===== src/rtl/obt_pkg.sv =====
`timescale 1ns/1ps
package obt_pkg;

    // Command report codes from the sequencer
    typedef enum logic [2:0] {
        OP_NOP      = 3'd0,
        OP_ACTIVATE = 3'd1,
        OP_PRE_ONE  = 3'd2,
        OP_PRE_CS   = 3'd3,
        OP_REFRESH  = 3'd4
    } op_e;

    // Lookup outcome, one-hot
    typedef struct packed {
        logic hit;
        logic miss;
        logic idle;
    } lookup_t;

    function automatic lookup_t classify(input logic open_q, input logic same_row);
        lookup_t r;
        r.hit  = open_q & same_row;
        r.miss = open_q & ~same_row;
        r.idle = ~open_q;
        return r;
    endfunction

    function automatic logic op_known(input logic [2:0] code);
        return (code == OP_ACTIVATE) || (code == OP_PRE_ONE) ||
               (code == OP_PRE_CS)   || (code == OP_REFRESH);
    endfunction

    function automatic logic op_closes_region(input logic [2:0] code);
        return (code == OP_PRE_CS) || (code == OP_REFRESH);
    endfunction

endpackage


===== src/rtl/obt_entry.sv =====
`timescale 1ns/1ps
module obt_entry #(
    parameter int ROW_W = 13
) (
    input  logic             clk,
    input  logic             rst,
    input  logic             load,
    input  logic             clear,
    input  logic [ROW_W-1:0] load_row,
    input  logic [ROW_W-1:0] probe_row,
    output logic             open_o,
    output logic             match_o
);

    logic             open_q;
    logic [ROW_W-1:0] row_q;

    always_ff @(posedge clk) begin
        if (rst) begin
            open_q <= 1'b0;
        end else if (load) begin
            open_q <= 1'b1;
        end else if (clear) begin
            open_q <= 1'b0;
        end
    end

    always_ff @(posedge clk) begin
        if (load) begin
            row_q <= load_row;
        end
    end

    assign open_o  = open_q;
    assign match_o = (row_q == probe_row);

    // an activate leaves the entry open
    assert_load_opens_R2: assert property (@(posedge clk) disable iff (rst)
        load |=> open_o);

    // a precharge aimed at this entry closes it
    assert_clear_closes_R5: assert property (@(posedge clk) disable iff (rst)
        (clear && !load) |=> !open_o);

    // an entry not addressed keeps its open state
    assert_untouched_stable_R10: assert property (@(posedge clk) disable iff (rst)
        (!clear && !load) |=> $stable(open_o));

endmodule


===== src/rtl/obt_lookup.sv =====
`timescale 1ns/1ps
module obt_lookup
    import obt_pkg::*;
#(
    parameter int ENTRIES = 8,
    parameter int IDX_W   = 3
) (
    input  logic [ENTRIES-1:0] open_vec,
    input  logic [ENTRIES-1:0] match_vec,
    input  logic [IDX_W-1:0]   idx,
    output lookup_t            result
);

    always_comb begin
        result = classify(open_vec[idx], match_vec[idx]);
    end

endmodule


===== src/rtl/open_page_tracker.sv =====
`timescale 1ns/1ps
module open_page_tracker
    import obt_pkg::*;
#(
    parameter int NUM_CS    = 2,
    parameter int NUM_BANKS = 4,
    parameter int ROW_W     = 13,
    localparam int CS_W     = (NUM_CS > 1) ? $clog2(NUM_CS) : 1,
    localparam int BANK_W   = (NUM_BANKS > 1) ? $clog2(NUM_BANKS) : 1
) (
    input  logic              clk,
    input  logic              rst,
    input  logic [CS_W-1:0]   req_cs,
    input  logic [BANK_W-1:0] req_bank,
    input  logic [ROW_W-1:0]  req_row,
    input  logic [2:0]        cmd_code,
    input  logic [CS_W-1:0]   cmd_cs,
    input  logic [BANK_W-1:0] cmd_bank,
    input  logic [ROW_W-1:0]  cmd_row,
    output logic              hit,
    output logic              miss,
    output logic              idle
);

    localparam int ENTRIES = NUM_CS * NUM_BANKS;
    localparam int IDX_W   = (ENTRIES > 1) ? $clog2(ENTRIES) : 1;

    logic [ENTRIES-1:0] open_vec;
    logic [ENTRIES-1:0] match_vec;
    logic [NUM_CS-1:0]  cs_any_open;
    logic [IDX_W-1:0]   req_idx;
    lookup_t            res;

    assign req_idx = IDX_W'(int'(req_cs) * NUM_BANKS + int'(req_bank));

    for (genvar g = 0; g < ENTRIES; g++) begin : g_entry
        localparam int G_CS = g / NUM_BANKS;
        localparam int G_BK = g % NUM_BANKS;
        logic cs_sel, bk_sel, ld, clr;

        assign cs_sel = (int'(cmd_cs) == G_CS);
        assign bk_sel = (int'(cmd_bank) == G_BK);
        assign ld     = (cmd_code == OP_ACTIVATE) && cs_sel && bk_sel;
        assign clr    = ((cmd_code == OP_PRE_ONE) && cs_sel && bk_sel) ||
                        (op_closes_region(cmd_code) && cs_sel);

        obt_entry #(.ROW_W(ROW_W)) u_entry (
            .clk       (clk),
            .rst       (rst),
            .load      (ld),
            .clear     (clr),
            .load_row  (cmd_row),
            .probe_row (req_row),
            .open_o    (open_vec[g]),
            .match_o   (match_vec[g])
        );
    end

    for (genvar c = 0; c < NUM_CS; c++) begin : g_region
        assign cs_any_open[c] = |open_vec[c*NUM_BANKS +: NUM_BANKS];
    end

    obt_lookup #(.ENTRIES(ENTRIES), .IDX_W(IDX_W)) u_lookup (
        .open_vec  (open_vec),
        .match_vec (match_vec),
        .idx       (req_idx),
        .result    (res)
    );

    assign hit  = res.hit;
    assign miss = res.miss;
    assign idle = res.idle;

    // reset closes every entry
    assert_reset_idle_R1: assert property (@(posedge clk)
        rst |=> (open_vec == '0));

    // exactly one outcome flag
    assert_one_outcome_R4: assert property (@(posedge clk) disable iff (rst)
        $countones({hit, miss, idle}) == 1);

    // region-wide close leaves nothing open in that region
    assert_region_closed_R6_R7: assert property (@(posedge clk) disable iff (rst)
        op_closes_region(cmd_code) |=> !cs_any_open[$past(cmd_cs)]);

    // unknown codes change no entry
    assert_unknown_noop_R9: assert property (@(posedge clk) disable iff (rst)
        !op_known(cmd_code) |=> $stable(open_vec));

endmodule


===== config.mk =====
export PLATFORM = sky130hd
export DESIGN_NAME = open_page_tracker
export DESIGN_NICKNAME = d
export VERILOG_FILES = /design/src/rtl/obt_pkg.sv /design/src/rtl/obt_entry.sv /design/src/rtl/obt_lookup.sv /design/src/rtl/open_page_tracker.sv
export SDC_FILE = /design/constraint.sdc
export NUM_CORES = 1
export LEC_CHECK = 0
export BUFFER_PORTS_ARGS = -buffer_cell sky130_fd_sc_hd__buf_2
export CAP_MARGIN = 10
export CORE_UTILIZATION = 35
export DETAILED_ROUTE_END_ITERATION = 7
export GPL_TIMING_DRIVEN = 0
export PLACE_DENSITY_LB_ADDON = 0.25
export SETUP_SLACK_MARGIN = 0.02
export SYNTH_ARGS = -nofsm -noshare
export SYNTH_HDL_FRONTEND = slang
export SYNTH_SLANG_ARGS = --single-unit

===== constraint.sdc =====
create_clock -name clk -period 2.1 [get_ports clk]
set_input_delay 0.105 -clock clk [delete_from_list [all_inputs] [get_ports clk]]
set_output_delay 0.105 -clock clk [all_outputs]
set_load 0.02 [all_outputs]

Yosys cells after proc, flatten, opt, wreduce, memory -nomap -nowiden
Cells that the tools add are included.
{"block": "classes", "n_reduce_logical": 40, "addsub": 1, "n_bitwise": 5, "eq_ne": 15, "magnitude_cmp": 1, "muxes": 20}
{"operator": "$eq 13x13->1", "n": 8}
{"operator": "$logic_and 1x1->1", "n": 22}
{"operator": "$mux 1", "n": 18}
{"operator": "$reduce_bool 2->1", "n": 8}
{"operator": "$logic_or 1x1->1", "n": 9}
{"operator": "$bmux 1 s3", "n": 2}
{"operator": "$eq 3x2->1 const B", "n": 2}
{"operator": "$eq 2x2->1 const B", "n": 2}
{"operator": "$lt 3x4->1 const B", "n": 1}
{"operator": "$add 3x2->3", "n": 1}
{"operator": "$eq 3x1->1 const B", "n": 1}
{"operator": "$eq 3x3->1 const B", "n": 1}
{"operator": "$not 1->1", "n": 3}
{"operator": "$and 1x1->1", "n": 2}
{"operator": "$eq 2x1->1 const B", "n": 1}
{"operator": "$logic_not 2->1", "n": 1}
{"block": "totals", "ff_bits": 112, "wordCells": 98, "out_inout_bits": 3, "input_bits": 37}

Depth between registers and ports, before layout
Gate-level depths: netlist of the first run.
{"block": "logic_depth", "word_depth": 6, "ltp_mapped": 6}

Hierarchy
From an unflattened synthesis of the first run, not the netlist that was laid out.
{"block": "unflattened", "hier_cells": 314, "area_unflattened_um2": 4884.7}
{"module": "obt_entry", "n_inst": 8, "cells_each": 34, "area_per_inst_um2": 568.0}
{"module": "open_page_tracker", "n_inst": 1, "cells_each": 34, "area_per_inst_um2": 192.7}
{"module": "obt_lookup", "n_inst": 1, "cells_each": 8, "area_per_inst_um2": 147.6}

Least setup slack after synthesis of the first run
Ideal clock, no wire load.
{"block": "synth_path", "path_type": "input to register", "start": "input port cmd_code[1]", "end": "register g_entry[4].u_entry.row_q[0] (enable)", "slack_ns": 0.341, "arrival_time_ns": 1.357, "cell_stages": 3, "t_required_ns": 1.698, "path_buffers": 0, "path_cell_list": "nor2_1 > nand3_1 > nor3_1"}
{"block": "synth_between", "elab_chain_len": 3}
{"element": "start: declaration", "line": "open_page_tracker.sv:16", "source": "input logic [2:0] cmd_code,"}
{"element": "$eq 3x1->1", "line": "open_page_tracker.sv:43", "source": "assign ld = (cmd_code == OP_ACTIVATE) && cs_sel && bk_sel;"}
{"element": "$logic_and 1x1->1 (2 in series)", "line": "open_page_tracker.sv:43"}
{"element": "net g_entry[4].ld", "line": "open_page_tracker.sv:39", "source": "logic cs_sel, bk_sel, ld, clr;"}
{"element": "end signal: assignment", "line": "obt_entry.sv:30", "source": "row_q <= load_row;"}
{"element": "end: declaration", "line": "obt_entry.sv:16", "source": "logic [ROW_W-1:0] row_q;"}
The timed path passes the listed nets, and every way through them passes these cells.
A chain may end at the register's enable or synchronous reset.

Final worst setup path of the first run
{"block": "layout_path", "start": "register g_entry[2].u_entry.row_q[4]", "end": "output port hit"}
{"block": "layout_between", "elab_chain_len": 4}
{"element": "start: declaration", "line": "obt_entry.sv:16"}
{"element": "start signal: assignment", "line": "obt_entry.sv:30"}
{"element": "$eq 13x13->1", "line": "obt_entry.sv:35", "source": "assign match_o = (row_q == probe_row);"}
{"element": "$bmux 1 s3", "line": "obt_lookup.sv:15", "source": "result = classify(open_vec[idx], match_vec[idx]);"}
{"element": "$mux 1 (not written as such)", "line": "obt_lookup.sv:15"}
{"element": "$and 1x1->1", "line": "obt_pkg.sv:22", "source": "r.hit = open_q & same_row;"}
{"element": "end: declaration", "line": "open_page_tracker.sv:20", "source": "output logic hit,"}
Every way passes these cells. The select of a mux whose other input is x is not followed.

==> flow_summary.json, run 1 <==
{
  "async_flop_share_pct": 0,
  "grt_max_degree": 19,
  "wl_mm": 10.9,
  "num_rows": 43,
  "vias_per_cell": 4.79,
  "yosys_warnings": 0,
  "tns_ns": -0.373,
  "synth_edf_count": 104,
  "dr.pass1.iters": 4,
  "grt_pass1_wl_mm": 16.0,
  "n_antenna_cell": 0,
  "yosysTopAreaCellShare_pct": 63.3,
  "ys_top_cells_by_area": "edfxtp_1, xnor2_1, xor2_1",
  "max-cap-violations": 0,
  "cp_slowest_stage_delay_ns": 0.46,
  "vias": 2680,
  "dr.first_iter.drc_count": 203,
  "syn_inst": 335,
  "post_drt_wl_per_cell_um": 19.4,
  "cts_buffer_depth": 2,
  "ant_nets": 0,
  "initial_core_util_pct": 35.7,
  "fill_cells": 1268,
  "whs_ns": 0.0491,
  "path_class": "flip-flop to output port",
  "final_cells": 560,
  "cts_hold_buf": 0,
  "core_um2": 13800,
  "timing.final.crit_share_pct": 111,
  "vdd_drop_max_v": 0.000403,
  "path_cells": "xor2_1, nor4_2, nand4_1, o2111a_1, nor4_2, buf_4",
  "cp.arrival_ns": 2.22,
  "worst_pin_slew_ns": 1.00,
  "portBuffers": 22,
  "place_area_um2": 5360,
  "hold_violations": 0,
  "yosys.area.top_type": "edfxtp_1",
  "grt_pass1_vias": 2598,
  "antenna_found_initial": 0,
  "boundaryPins": 40,
  "yosysMostFrequentCell": "edfxtp_1",
  "synth_nets": 372,
  "clkSinkCount": 112,
  "slew-limit-headroom_pct": 33.2,
  "synth.distinct_cells": 33,
  "synth-seq-cells": 112,
  "layout_setup_ws_ns": -0.229,
  "synthFlopType": "edfxtp_1",
  "syn_area_um2": 4930,
  "slew_viol_final": 0,
  "p_leak_nw": 1.82,
  "yosysSeqAreaShare_pct": 66.6,
  "dp.cells": 544,
  "status": "finished with violations",
  "gp_congestion": 0.808,
  "skew_ns": 0,
  "setup_viol": 2,
  "cp_max_fo": 2,
  "violations": "setup timing",
  "grt_overflow": 0,
  "cts_max_level": 3,
  "rsz0062_at_grt": "true",
  "syn2layout_area_growth_pct": 16.0,
  "fmax_mhz": 429,
  "grt_usage_pct": 15.7,
  "path_common_cell": "nor4_2",
  "die_area_um2": 14600,
  "netlist_top_cells_count": "edfxtp_1, xnor2_1, xor2_1",
  "crit_path_end_kind": "output port",
  "finalNetCount": 412,
  "cp-start-kind": "flip-flop",
  "die_w_um": 121,
  "numCtsBuffers": 9,
  "p_total_mw": 4.36,
  "cts_root_buf": "clkbuf_16",
  "synth_area_per_cell_um2": 14.7,
  "hold_path_class": "primary input to flip-flop",
  "drc_errors": 0,
  "path_clk_slew_ns": 0.07,
  "clk_latency_ns": 0.34,
  "layout-drive-gt1-share_pct": 20.3,
  "critical_path_required_ns": 2.00,
  "fin_crit_ns": 2.33,
  "place_hpwl_mm": 7.69,
  "cts_tree": "done",
  "final_cell_area_um2": 5720,
  "die_h_um": 121,
  "power_density_nw_per_um2": 763,
  "slowest_stage": "nor4_2"
}
## worst paths after layout
path	startpoint	to	slack, ns	cells past startpoint
min reg2reg	g_entry[1].u_entry.open_o$_SDFFE_PP0P_	g_entry[1].u_entry.open_o$_SDFFE_PP0P_	0.51	2
max	g_entry[2].u_entry.row_q[4]$_DFFE_PP_	hit	-0.23	6
max reg2reg	g_entry[5].u_entry.open_o$_SDFFE_PP0P_	g_entry[5].u_entry.open_o$_SDFFE_PP0P_	1.47	2
min	cmd_row[2]	g_entry[5].u_entry.row_q[2]$_DFFE_PP_	0.05	1
## state kept, by name (all words and copies together), names as in the netlist
register,count
g_entry.u_entry.open_o,8
g_entry.u_entry.row_q,104
## worst max-delay path, delay by kind of cell, from the launching register on
family	cells	cell delay, ns
AOI/OAI and AO/OA	1	0.20
xor gates and xnor gates	1	0.16
buffers and inverters	1	0.19
DFF	1	0.38
and+or+nand+nor	3	0.96
## routing by layer
layer	part of all wire [%]	global-route usage [%]	vias up
met5	0	0	-
li1	-	-	1288
met2	48	24.7	59
met1	46	21.0	1320
met4	2.1	7.33	0
met3	3.9	2.78	13
## cells by family after synthesis
| kind of cell | Yosys count | synth area share, % |
|---|---|---|
| XOR/XNOR | 104 | 18.6 |
| buffers and inverters | 19 | 2.66 |
| multiplexers | 2 | 0.913 |
| flip-flops | 112 | 66.6 |
| AND/OR/NAND/NOR | 83 | 8.93 |
| AO/OA/AOI/OAI | 15 | 2.31 |
## through the flow
step | util (%) | setup WS (ns)
final | 41.4 | -0.229
after global routing | 41.4 | -0.272
after CTS | 40.9 | -0.187
after detailed placement | 38.7 | 0.0383
after global placement | 38.1 | -0.631
after floorplan | - | 0.341
## cell type report
class	instances	area [µm²]	area share [%]
Inverter	2	7.51	0.131
Clock buffer	9	225	3.94
Sequential cell	112	3280	57.4
Tap cell	180	225	3.94
Multi-Input combinational cell	204	1610	28.2
Timing Repair Buffer	29	194	3.39
Buffer	17	124	2.17
Clock inverter	7	46.3	0.809
## cells in the final DEF, fill, tap and decap left out, drive strengths merged, types with 11 or more instances in the layout
cell and n:
clkbuf 11, xor2 52, xnor2 52, edfxtp 104, nand4 13, buf 44, nand2 15, nor2 21
nor4 14
## what timing repair did
| action | 4_1_cts | 5_1_grt |
|---|---|---|
| setup buffers | 0 | 0 |
| endpoints found under the hold margin | 0 | 0 |
| resized for setup | 5 | 11 |
| pin swaps | 1 | 9 |
| endpoints found under the setup margin | 2 | 2 |
## where the power goes
| part | switching [mW] | internal [mW] | leakage, nW |
|---|---|---|---|
| Clock | 0.768 | 0.803 | 0.131 |
| Sequential | 0.00989 | 2.46 | 1.00 |
| Combinational | 0.199 | 0.124 | 0.689 |
Note: power is estimated with default switching activity, not from simulation.
==> run 2, diff against run 1 <==
Settings changed: RECOVER_POWER from default to 100.
==> run 2 against run 1 <==
Net effect: worst hold slack improved by 0.028 ns; global-route usage unchanged; critical path type unchanged; sequential share of layout area increased by 0.82 points; clock skew is the same; the run ends with capacitance limit, slew limit, setup timing left; final cell count unchanged; via count is 0.15% lower; final area shrank 1.4%; critical path depth unchanged; register-to-register slack hardly changed; non-clock buffer count is the same; routed wire length rose by 0.39%; largest power group unchanged; clock power is essentially flat.
==> flow_summary.json, run 2 (same netlist as run 1, synthesis figures left out) <==
{
  "timing.final.crit_share_pct": 112,
  "portBuffers": 22,
  "p_leak_nw": 1.75,
  "n_antenna_cell": 0,
  "layout_commonest_cell": "edfxtp_1",
  "p_sw_share_pct": 22.5,
  "place_hpwl_mm": 7.69,
  "vias_per_cell": 4.78,
  "max-cap-violations": 1,
  "crit_path_end": "hit",
  "p_int_mw": 3.38,
  "crit_start": "g_entry[2].u_entry.row_q[4]$_DFFE_PP_",
  "fmax_mhz": 427,
  "largest-register": "g_entry.u_entry.row_q",
  "grt_overflow": 0,
  "layout_setup_ws_ns": -0.245,
  "power.share.clock_pct": 36.1,
  "slew-limit-headroom_pct": -8.03,
  "critical_path_required_ns": 2.00,
  "largest_register_ff_count": 104,
  "vdd_drop_max_v": 0.000403,
  "wl_mm": 10.9,
  "vias": 2676,
  "reg2reg_depth": 2,
  "p_comb_share_pct": 7.2,
  "fill_cells": 1281,
  "drc_errors": 0,
  "skew_ns": 0,
  "whs_ns": 0.0770,
  "grt_max_degree": 19,
  "cp_max_fo": 2,
  "cts_root_buf": "clkbuf_16",
  "crit_path_end_kind": "output port",
  "clkSinkCount": 112,
  "post_drt_wl_per_cell_um": 19.5,
  "p_seq_share_pct": 56.6,
  "antenna_found_initial": 0,
  "cp-start-kind": "flip-flop",
  "violations": "capacitance limit, slew limit, setup timing",
  "gp_congestion": 0.808,
  "die_w_um": 121,
  "cts_hold_buf": 0,
  "cp.arrival_ns": 2.24,
  "worst_pin_slew_ns": 1.61,
  "timing.rr.end": "g_entry[3].u_entry.open_o$_SDFFE_PP0P_",
  "syn2layout_area_growth_pct": 14.3,
  "slew_viol_final": 15,
  "place_area_um2": 5360,
  "status": "finished with violations",
  "fin_crit_ns": 2.34,
  "grt_pass1_wl_mm": 16.0,
  "final_cell_area_um2": 5640,
  "path_clk_slew_ns": 0.07,
  "boundaryPins": 40,
  "num_rows": 43,
  "setup_viol": 2,
  "clk_latency_ns": 0.34,
  "regToRegSetupSlack_ns": 1.47,
  "ant_nets": 0,
  "dr.first_iter.drc_count": 190,
  "numCtsBuffers": 9,
  "finalNetCount": 412,
  "grt_usage_pct": 15.7,
  "cts_buffer_depth": 2,
  "reg2reg_from": "g_entry[3].u_entry.open_o$_SDFFE_PP0P_",
  "die_area_um2": 14600,
  "final_cell_mix": "edfxtp_1, xnor2_1, xor2_1",
  "hold_path_class": "primary input to flip-flop",
  "dr.pass1.iters": 4,
  "core_um2": 13800,
  "initial_core_util_pct": 35.7,
  "layout-drive-gt1-share_pct": 13.7,
  "cts_tree": "done",
  "die_h_um": 121,
  "cts_max_level": 3,
  "hold_violations": 0,
  "p_sw_uw": 980,
  "rsz0062_at_grt": "true",
  "path_class": "flip-flop to output port",
  "power_density_nw_per_um2": 774,
  "grt_pass1_vias": 2598
}
[run 2: cell types whose count changed in the layout (fill, tap and decap cells not counted), sizes merged]
cell,delta
buf,-23
clkbuf,+23
[run 2: final cells by class]
cell class / instances / area, µm² / share of cell area (%)
tap: 180 / 225 / 3.99
sequential: 112 / 3280 / 58.2
inverter: 2 / 7.51 / 0.133
multi-input combinational: 204 / 1600 / 28.4
timing repair buffer: 29 / 126 / 2.24
buffer: 17 / 124 / 2.20
clock buffer: 9 / 225 / 3.99
clock inverter: 7 / 46.3 / 0.821
[run 2: repair_timing]
item / CTS / global route
resized for setup: 5 / 11
pin swaps: 1 / 9
setup buffers: 0 / 0
endpoints found under the setup margin: 2 / 2
[run 2: how the worst min path moves through the flow]
stage,slack [ns],endpoint,depth (start not counted),start
2_1_floorplan,0.20,g_entry[0].u_entry.row_q[0]$_DFFE_PP_,0,cmd_row[0]
3_3_place_gp,0.39,g_entry[1].u_entry.row_q[2]$_DFFE_PP_,1,cmd_row[2]
3_5_place_dp,0.41,g_entry[6].u_entry.row_q[2]$_DFFE_PP_,1,cmd_row[2]
4_1_cts,0.04,g_entry[2].u_entry.row_q[2]$_DFFE_PP_,1,cmd_row[2]
5_1_grt,0.09,g_entry[1].u_entry.open_o$_SDFFE_PP0P_,2,rst
6_report,0.08,g_entry[6].u_entry.open_o$_SDFFE_PP0P_,2,rst
[run 2: critical path, cell delays in order (launching register included)]
cell      delay (ns)
edfxtp_1        0.38
xor2_1          0.16
nor4_2          0.47
nand4_1         0.21
o2111a_1        0.20
nor4_2          0.29
buf_4           0.19
[run 2: stage by stage]
step | total power [mW] | util, % | TNS, ns | std cells | worst slack (ns)
2_1_floorplan | 2.71 | - | 0 | 335 | 0.341
3_3_place_gp | 2.83 | 38.1 | -15.73 | 537 | -0.631
3_5_place_dp | 2.83 | 38.7 | 0 | 544 | 0.0383
4_1_cts | 4.41 | 40.9 | -0.360 | 560 | -0.187
5_1_grt | 4.49 | 40.8 | -0.509 | 560 | -0.272
6_report | 4.36 | 40.8 | -0.403 | 560 | -0.245
[run 2: power by group through the flow]
stage / combinational (mW) / sequential, mW / clock [mW]
2_1_floorplan: 0.194 / 2.52 / 0
3_3_place_gp: 0.306 / 2.52 / 0
3_5_place_dp: 0.314 / 2.52 / 0
4_1_cts: 0.322 / 2.47 / 1.61
5_1_grt: 0.346 / 2.47 / 1.68
6_report: 0.316 / 2.47 / 1.58
[run 2: routing by layer]
metal,wire length (µm),global-route usage (%),up-vias
met2,5220,24.7,54
met5,0,0,-
met4,226,7.33,0
met1,5030,21.0,1320
met3,413,2.78,13
li1,-,-,1289
==> run 3, diff against run 2 <==
Settings changed: CAP_MARGIN 10 to 20, CELL_PAD_IN_SITES_DETAIL_PLACEMENT from default to 1, CELL_PAD_IN_SITES_GLOBAL_PLACEMENT from default to 2.
==> run 3 against run 2 <==
Net effect: the run still ends with capacitance limit, slew limit, setup timing left; combinational power increased by 3%; sequential share of layout area decreased by 0.46 points; clock power up 15%; largest cell class unchanged; largest power group unchanged; highest routed layer unchanged.
==> flow_summary.json, run 3 (same netlist as run 1, synthesis figures left out) <==
{
  "ant_nets": 0,
  "core_um2": 13800,
  "numCtsBuffers": 9,
  "final_cell_mix": "edfxtp_1, xnor2_1, xor2_1",
  "num_rows": 43,
  "use_met2_pct": 28.8,
  "place_hpwl_mm": 8.13,
  "hold_path_class": "primary input to flip-flop",
  "p_sw_uw": 974,
  "clk_latency_ns": 0.35,
  "die_area_um2": 14600,
  "p_sw_share_pct": 21.2,
  "vias_per_cell": 4.94,
  "reg2reg_from": "g_entry[6].u_entry.open_o$_SDFFE_PP0P_",
  "crit_path_end_kind": "output port",
  "dp_slack_ns": -0.0129,
  "cts_hold_buf": 0,
  "fill_cells": 1417,
  "power.share.clock_pct": 39.3,
  "layout_commonest_cell": "edfxtp_1",
  "clkSinkCount": 112,
  "path_clk_slew_ns": 0.07,
  "tns_ns": -0.307,
  "multi_input_comb_area_um2": 1620,
  "worst_pin_slew_ns": 1.54,
  "portBuffers": 22,
  "initial_core_util_pct": 35.7,
  "status": "finished with violations",
  "use_met1_pct": 22.5,
  "power_density_nw_per_um2": 809,
  "skew_ns": 0,
  "hold_violations": 0,
  "grt_pass1_wl_mm": 17.5,
  "post_drt_wl_per_cell_um": 20.9,
  "cts_buffer_depth": 2,
  "slew_viol_final": 45,
  "postLayoutCoreUtil_pct": 41.1,
  "rsz0062_at_grt": "true",
  "max-cap-violations": 3,
  "die_w_um": 121,
  "fmax_mhz": 441,
  "timing.final.crit_share_pct": 108,
  "slew-limit-headroom_pct": -3.25,
  "p_seq_share_pct": 53.7,
  "p_leak_nw": 1.76,
  "path_class": "flip-flop to output port",
  "postCtsSetupBuffers": 0,
  "wl_mm": 11.6,
  "grt_max_degree": 18,
  "setup_viol": 2,
  "syn2layout_area_growth_pct": 15.2,
  "grt_usage_pct": 17.2,
  "cp.arrival_ns": 2.16,
  "layout-drive-gt1-share_pct": 13.5,
  "grtUsageMet3_pct": 3.73,
  "violations": "capacitance limit, slew limit, setup timing",
  "cp_max_fo": 2,
  "largest-register": "g_entry.u_entry.row_q",
  "grt.busiest_layer": "met2",
  "cts_max_level": 3,
  "boundaryPins": 40,
  "largest_register_ff_count": 104,
  "gp_congestion": 0.776,
  "cts_root_buf": "clkbuf_16",
  "die_h_um": 121,
  "p_comb_share_pct": 7.0,
  "cp-start-kind": "flip-flop",
  "grt_pass1_vias": 2863,
  "grt_overflow": 0,
  "antenna_found_initial": 0,
  "crit_start": "g_entry[3].u_entry.row_q[7]$_DFFE_PP_",
  "fin_crit_ns": 2.27,
  "vias": 2754,
  "p_int_mw": 3.63,
  "layout_setup_ws_ns": -0.167,
  "cts_tree": "done",
  "critical_path_required_ns": 2.00,
  "min-delay-start": "rst",
  "vdd_drop_max_v": 0.000392,
  "dr.first_iter.drc_count": 137,
  "ff_latch_area_um2": 3280,
  "dr.pass1.iters": 4,
  "drc_errors": 0,
  "n_antenna_cell": 0,
  "finalNetCount": 409
}
-- run 3: cell count changes in the layout (fill, tap and decap cells not counted), sizes merged --
cell    change
inv         -1
buf         -1
clkinv      -3
bufinv      +2
-- run 3: critical path, cell delays in order (launching register included) --
cell and delay (ns):
edfxtp_1 0.39, xor2_1 0.17, nor4_2 0.34, nand2_1 0.16, o2111a_1 0.30, o31a_1 0.33
buf_6 0.14
-- run 3: final timing paths --
kind | depth (start not counted) | slack [ns] | to
max | 6 | -0.17 | miss
min | 2 | 0.09 | g_entry[7].u_entry.open_o$_SDFFE_PP0P_
max reg2reg | 2 | 1.44 | g_entry[6].u_entry.open_o$_SDFFE_PP0P_
min reg2reg | 2 | 0.51 | g_entry[1].u_entry.open_o$_SDFFE_PP0P_
-- run 3: metal layers --
metal	up-vias	wire length, µm
met4	0	165
met1	1411	5300
li1	1283	-
met5	-	0
met2	47	5730
met3	13	444
-- run 3: power by group through the flow --
stage / sequential, mW / combinational, mW / clock, mW
after CTS: 2.47 / 0.336 / 1.84
after detailed placement: 2.52 / 0.320 / 0
after global placement: 2.52 / 0.310 / 0
after global routing: 2.47 / 0.355 / 1.92
after floorplan: 2.52 / 0.194 / 0
final: 2.47 / 0.324 / 1.81
-- run 3: final cells by class --
class | instances | share of cell area (%)
clock inverter | 5 | 1.43
multi-input combinational | 204 | 28.5
sequential | 112 | 57.8
clock buffer | 11 | 4.09
tap | 180 | 3.96
timing repair buffer | 26 | 1.98
inverter | 2 | 0.132
buffer | 17 | 2.18
-- run 3: stage by stage --
| step | power [mW] | std cells | instance area (µm²) | hold WS (ns) |
|---|---|---|---|---|
| final | 4.60 | 557 | 5680 | 0.0863 |
| after global routing | 4.75 | 557 | 5680 | 0.122 |
| after floorplan | 2.71 | 335 | 4930 | 0.204 |
| after CTS | 4.65 | 557 | 5730 | 0.0356 |
| after global placement | 2.83 | 537 | 5270 | 0.382 |
| after detailed placement | 2.84 | 541 | 5340 | 0.395 |
-- run 3: repair_timing --
| item | CTS | global route |
|---|---|---|
| endpoints found under the setup margin | 2 | 2 |
| resized for setup | 13 | 4 |
| pin swaps | 9 | 8 |
| gates cloned | 0 | 0 |
